===== src/rtl/dma_chan_regs.sv =====
module dma_chan_regs #(
  parameter int NUM_CH = 8,
  parameter int ADDR_W = 10,
  parameter int DW     = 32,
  parameter int CHW    = (NUM_CH > 1) ? $clog2(NUM_CH) : 1
) (
  input  logic              clk,
  input  logic              rst_n,
  input  logic [ADDR_W-1:0] reg_addr,
  input  logic              reg_wen,
  input  logic [DW-1:0]     reg_wdata,
  output logic [DW-1:0]     reg_rdata,
  input  logic              req_valid,
  input  logic [CHW-1:0]    req_ch,
  input  logic              req_to_dev,
  input  logic [DW-1:0]     req_len,
  output logic              xfer_go,
  output logic [DW-1:0]     xfer_addr,
  output logic [DW-1:0]     xfer_len,
  output logic [NUM_CH-1:0] err_src
);

  localparam int EN_BIT   = 0;
  localparam int DIR_BIT  = 1;
  localparam int TC_BIT   = 8;
  localparam int MERR_BIT = 9;
  localparam int AERR_BIT = 10;
  localparam logic [DW-1:0] FLAG_MASK =
    (DW'(1) << TC_BIT) | (DW'(1) << MERR_BIT) | (DW'(1) << AERR_BIT);
  localparam int SRC_OFF = 'h200;

  logic [DW-1:0] mode_q  [NUM_CH];
  logic [DW-1:0] cnt_q   [NUM_CH];
  logic [DW-1:0] addr_q  [NUM_CH];
  logic [DW-1:0] spare_q [NUM_CH];
  logic [NUM_CH-1:0] err_q;

  logic [2:0]     ch_field;
  logic           ch_hit, src_hit, ch_wr, src_wr;
  logic [CHW-1:0] wr_ch;
  logic [1:0]     wr_idx;
  logic [DW-1:0]  cur_mode, cur_cnt;
  logic           chan_ok, reject;
  logic [NUM_CH-1:0] err_set;

  assign ch_field = reg_addr[7:5];
  assign ch_hit   = (reg_addr[ADDR_W-1:8] == (ADDR_W-8)'(1)) &&
                    ({1'b0, ch_field} < 4'(NUM_CH));
  assign src_hit  = (reg_addr[ADDR_W-1:3] == (ADDR_W-3)'(SRC_OFF >> 3));
  assign ch_wr    = reg_wen && ch_hit;
  assign src_wr   = reg_wen && src_hit;
  assign wr_ch    = reg_addr[CHW+4:5];
  assign wr_idx   = reg_addr[4:3];

  assign cur_mode = mode_q[req_ch];
  assign cur_cnt  = cnt_q[req_ch];
  assign chan_ok  = req_valid && cur_mode[EN_BIT] && (req_to_dev == cur_mode[DIR_BIT]);
  assign reject   = req_valid && !chan_ok;

  assign xfer_go   = chan_ok;
  assign xfer_len  = !chan_ok ? '0 : ((req_len < cur_cnt) ? req_len : cur_cnt);
  assign xfer_addr = chan_ok ? addr_q[req_ch] : '0;

  assign err_set = reject ? (NUM_CH'(1) << req_ch) : '0;
  assign err_src = err_q;

  always_comb begin
    reg_rdata = '0;
    if (ch_hit) begin
      case (wr_idx)
        2'd0: reg_rdata = mode_q[wr_ch];
        2'd1: reg_rdata = cnt_q[wr_ch];
        2'd2: reg_rdata = addr_q[wr_ch];
        default: reg_rdata = spare_q[wr_ch];
      endcase
    end else if (src_hit) begin
      reg_rdata = DW'(err_q);
    end
  end

  always_ff @(posedge clk) begin
    if (!rst_n) begin
      for (int i = 0; i < NUM_CH; i++) begin
        mode_q[i]  <= '0;
        cnt_q[i]   <= '0;
        addr_q[i]  <= '0;
        spare_q[i] <= '0;
      end
      err_q <= '0;
    end else begin
      for (int i = 0; i < NUM_CH; i++) begin
        if (req_valid && req_ch == CHW'(i)) begin
          mode_q[i] <= (mode_q[i] & ~FLAG_MASK) |
                       (chan_ok ? (DW'(1) << TC_BIT) : (DW'(1) << MERR_BIT));
          if (chan_ok) cnt_q[i] <= cnt_q[i] - xfer_len;
        end
        if (ch_wr && wr_ch == CHW'(i)) begin
          case (wr_idx)
            2'd0: mode_q[i]  <= reg_wdata;
            2'd1: cnt_q[i]   <= reg_wdata;
            2'd2: addr_q[i]  <= reg_wdata;
            default: spare_q[i] <= reg_wdata;
          endcase
        end
      end
      err_q <= (err_q & ~(src_wr ? reg_wdata[NUM_CH-1:0] : '0)) | err_set;
    end
  end


  len_clamp_chk: assert property (@(posedge clk) disable iff (!rst_n)
    xfer_go |-> (xfer_len <= req_len) && (xfer_len <= cnt_q[req_ch]));


  good_flags_chk: assert property (@(posedge clk) disable iff (!rst_n)
    (xfer_go && !(ch_wr && wr_ch == req_ch && wr_idx == 2'd0))
    |=> mode_q[$past(req_ch)][TC_BIT] && !mode_q[$past(req_ch)][MERR_BIT]);


  bad_flags_chk: assert property (@(posedge clk) disable iff (!rst_n)
    (reject && !(ch_wr && wr_ch == req_ch && wr_idx == 2'd0))
    |=> mode_q[$past(req_ch)][MERR_BIT] && !mode_q[$past(req_ch)][TC_BIT]
        && !mode_q[$past(req_ch)][AERR_BIT]);


  bad_src_chk: assert property (@(posedge clk) disable iff (!rst_n)
    reject |=> err_src[$past(req_ch)]);

  for (genvar g = 0; g < NUM_CH; g++) begin : g_chk

    cnt_no_grow_chk: assert property (@(posedge clk) disable iff (!rst_n)
      !(ch_wr && wr_ch == CHW'(g) && wr_idx == 2'd1) |=> cnt_q[g] <= $past(cnt_q[g]));

    addr_hold_chk: assert property (@(posedge clk) disable iff (!rst_n)
      !(ch_wr && wr_ch == CHW'(g) && wr_idx == 2'd2) |=> $stable(addr_q[g]));

    mode_iso_chk: assert property (@(posedge clk) disable iff (!rst_n)
      !(ch_wr && wr_ch == CHW'(g) && wr_idx == 2'd0) && !(req_valid && req_ch == CHW'(g))
      |=> $stable(mode_q[g]));
  end

endmodule


===== config.mk =====
export PLATFORM = sky130hd
export DESIGN_NAME = dma_chan_regs
export DESIGN_NICKNAME = d
export VERILOG_FILES = /design/src/rtl/dma_chan_regs.sv
export SDC_FILE = /design/constraint.sdc
export NUM_CORES = 2
export LEC_CHECK = 0
export BUFFER_PORTS_ARGS = -buffer_cell sky130_fd_sc_hd__buf_4
export CAP_MARGIN = 20
export CORE_MARGIN = 2
export CORE_UTILIZATION = 55
export CTS_CLUSTER_SIZE = 25
export DETAILED_ROUTE_END_ITERATION = 10
export PLACE_DENSITY = 0.84
export SYNTH_ARGS = -nofsm -noshare
export SYNTH_HDL_FRONTEND = slang
export SYNTH_SLANG_ARGS = --single-unit

===== constraint.sdc =====
create_clock -name clk -period 18.1 [get_ports clk]
set_input_delay 2.715 -clock clk [delete_from_list [all_inputs] [get_ports clk]]
set_output_delay 2.715 -clock clk [all_outputs]
set_load 0.05 [all_outputs]

==> flow_results.org <==
** Run status
- Result of the run :: complete, no violations

** Final layout
- Nets :: 5609
- For this run, the share of the core covered by cells in the final layout is 60.9%.
- Leaving out fill and tap cells, the most frequent cell in the layout is sky130_fd_sc_hd__edfxtp_1.
- Filler cells :: 8244
- In the layout the commonest cells are 1024 x sky130_fd_sc_hd__edfxtp_1, 641 x sky130_fd_sc_hd__nor2_1, 437 x sky130_fd_sc_hd__mux4_2, 430 x sky130_fd_sc_hd__nand2_1, 287 x sky130_fd_sc_hd__ha_1.
- Compared with the post-synthesis result, the final layout area differs by 9.78%.
- Multi-input logic area :: 30900 sq um
- Footprint of the flip-flops and latches :: 30900 sq um
- The post-route netlist has 17.8% of its cells at a drive strength greater than 1.

** GRT
- Number of global-route vias before repair :: 47178
- Wire length of the first global-routing pass :: 302000 microns
- Remaining global-route overflow :: 0
- Global routing usage summed across all routing layers :: 34.5%
- Antenna violations before repair :: 2
- Pin count of the biggest net entering global routing :: 105

** Synthesis
- The number of nets in the synthesized netlist is 5573.
- Main synth FF type :: sky130_fd_sc_hd__edfxtp_1
- Share of synthesized flip-flops with an asynchronous set or reset :: 0%
- Synthesized netlist cell count :: 5196
- Post-synth EDFFs :: 1024
- After synthesis, flip-flops and latches occupy 48.7% of the total area.
- In this run the cell area of the synthesized design comes to 63400 sq um.
- Synth cell types :: 82
- The Yosys step of the flow raised 0 warnings.
- Number of synthesized register bits :: 1032
- In this run the mean area of a mapped cell was 12.2 sq um.

** Clock tree
- The H-tree was split into 3 levels.
- Clock latency on the worst-skew pair, taken at its later pin, is 0.72 ns.
- The cell sitting at the root of the clock tree is a sky130_fd_sc_hd__clkbuf_16.
- In this run, CTS created clock tree buffers numbering 102.
- Post-CTS repair changed the size of 0 cells.
- Total of hold buffers inserted after clock tree synthesis :: 0
- Deepest clock path buffer count :: 3
- Clock transition at the registers of the reported paths :: 0.06 ns
- Sink Count :: 1032
- TritonCTS built the clock tree.
- In this run the post-CTS setup repair buffer count came out at 0.

** Placed design
- At the end of routability-driven placement, the weighted congestion stood at 0.987.
- Before CTS, the worst setup slack after placement is 6.10 ns.
- The HPWL after detailed placement is 134000 microns.
- In this run the tool buffered the top-level ports with 183 buffer cells.

** Setup path
- Among all stages on the critical path, the largest delay is contributed by sky130_fd_sc_hd__buf_4.
- In this design, the critical path's most frequently occurring cell is sky130_fd_sc_hd__buf_4.
- Number of buffers and inverters on the critical path :: 5
- Critical path type :: in -> out
- Kind of start point of the critical path :: primary input
- Largest fanout on the critical path :: 68
- Cell Chain, Critical Path :: buf_8, buf_4, mux4_2, mux2i_1, ha_1, nand4_1, nor3_1, nand2_1, a211oi_1, nor2_1, o21ai_4, buf_4, o21ai_0, nand2b_1, inv_1, buf_4
- Data required, critical path :: 15.39 ns
- Type of element capturing the critical path :: output pin
- On the worst path, the slowest cell contributes a delay of 0.68 ns.
- The kind of cell with the highest combined delay along the critical path is buffers and inverters.
- At the worst endpoint, the arrival time is 9.17 ns.

** Drt
- For this run, design rule violations remaining after detail routing come to 0.
- Using the TritonRoute via totals, the vias-per-cell ratio works out to 6.99.
- After detailed routing, the average wire length per cell comes to 29.9 microns.
- Count of antenna-violating nets left after detailed routing :: 0
- Routed WL :: 204000 microns
- Iteration-0 DRC count of the detailed router :: 7429
- For this run, the detailed router's first-pass iteration total came to 9.
- Summing over every cut layer, the via total after detailed routing is 47712.

** STA
- Timing would allow up to 84.2 MHz.
- Total count of max-transition violations in the final report :: 0
- Fin. Hold Viols :: 0
- Setup repair after global routing left no endpoint under its margin.
- Clock Skew :: 0.0574 ns
- Final TNS setup :: 0 ns
- Final setup viols :: 0
- Period Utilization, post-route :: 65.6%
- Headroom to the max-slew limit came out at 22.5%.
- Post-route setup slack :: 6.22 ns
- Transition at the pin with the smallest max-transition slack :: 1.15 ns
- The worst path in the final design needs a cycle of 11.88 ns, including I/O delays and setup.

** Pwr
- Power Dens Cells :: 97.3 nW/um^2
- Post-layout total power :: 6.78 mW
- IR analysis of the VDD net gives a maximum drop of 0.0855 mV.
- In this run the static leakage power is 25.5 nW.

** Floorplan
- Die Y-Extent :: 344 microns
- IO Count :: 187
- Area of the die :: 118000 sq um
- The floorplan step set the die width to 344 microns.
- After floorplanning, the core was sized to cover 114000 sq um.
- Once the floorplan was initialized, standard cells occupied 55.5% of the core.
- Number of cell rows :: 124

** Flow run
- The tool flagged a number of max-cap violations equal to 0.

** Worst hold path
- Path class of the lowest-slack min-delay path :: reg -> reg
-- cell usage after synthesis, types with 62 or more instances --
cell type / n / share of area, %
sky130_fd_sc_hd__edfxtp_1: 1024 / 48
sky130_fd_sc_hd__nor2_1: 650 / 3.8
sky130_fd_sc_hd__nand2_1: 438 / 2.6
sky130_fd_sc_hd__mux4_2: 437 / 16
sky130_fd_sc_hd__ha_1: 287 / 5.7
sky130_fd_sc_hd__clkbuf_1: 270 / 1.6
sky130_fd_sc_hd__a21oi_1: 229 / 1.8
sky130_fd_sc_hd__and2_1: 217 / 2.1
sky130_fd_sc_hd__o21ai_0: 168 / 1.3
sky130_fd_sc_hd__xnor2_1: 138 / 1.9
sky130_fd_sc_hd__inv_1: 121 / 0.72
sky130_fd_sc_hd__mux2i_1: 108 / 1.7
sky130_fd_sc_hd__a21o_1: 106 / 1.3
sky130_fd_sc_hd__o31ai_1: 92 / 1.1
sky130_fd_sc_hd__xor2_1: 74 / 1.0
sky130_fd_sc_hd__nand2b_1: 69 / 0.68
sky130_fd_sc_hd__nor3_1: 62 / 0.49
-- kinds of logic after synthesis --
kind of cell               Yosys count  share of synthesized area [%]
buffers and inverters              473                           2.90
muxes                              559                           17.5
AOI/OAI and AO/OA                  977                           10.2
and+or+nand+nor                   1648                           11.8
xor gates and xnor gates           212                           2.93
DFF                               1032                           48.7
adders and majority gates          295                           5.91
-- registers in the layout, summed over array words and instances (netlist names) --
signal	count
addr_q	256
cnt_q	256
err_src	8
mode_q	256
spare_q	256
-- worst paths after layout --
check | startpoint | to | slack [ns] | cells after the start
worst max-delay path | req_ch[0] | xfer_len[1] | 6.22 | 16
worst min-delay path | err_src[2] | err_src[2] | 0.56 | 2
worst max register to register | cnt_q[6][19] | cnt_q[2][30] | 9.48 | 23
worst min register to register | err_src[2] | err_src[2] | 0.56 | 2
-- tightest hold or removal path, stage by stage, from the launching register on --
cell and delay (ns):
sky130_fd_sc_hd__dfxtp_1 0.37, sky130_fd_sc_hd__a21oi_1 0.08, sky130_fd_sc_hd__nor2_1 0.08
-- final cells by class --
cell class                 instances  area share (%)
sequential                      1032            44.4
multi-input combinational       3691            44.3
clock buffer                     129            3.89
timing repair buffer             283            3.24
tap                             1512            2.72
clock inverter                    58           0.832
inverter                         122           0.657
antenna                            1         0.00359
-- through the flow --
stage / area, sq um / std cells / hold slack [ns]
floorplan: 63400 / 5196 / 0.744
global placement: 66200 / 6632 / 0.521
detailed placement: 66300 / 6635 / 0.543
CTS: 69600 / 6822 / 0.557
global route: 69700 / 6827 / 0.600
finish: 69700 / 6828 / 0.560
-- power by group --
group	switching (mW)	total [mW]	internal [mW]	leakage [nW]
registers	0.0944	2.90	2.80	10.0
logic	1.02	1.73	0.709	13.9
clock network	0.972	2.15	1.18	1.59
total	2.09	6.78	4.69	25.5
-- metal layers --
layer / global-route usage, % / vias up / routed length (microns)
met2: 53.2 / 4093 / 92700
met4: 25.4 / 2 / 17600
met1: 43.7 / 22860 / 67800
li1: - / 19857 / -
met3: 6.65 / 900 / 26300
met5: 0 / - / 13
Note: power is estimated with default switching activity, not from simulation.
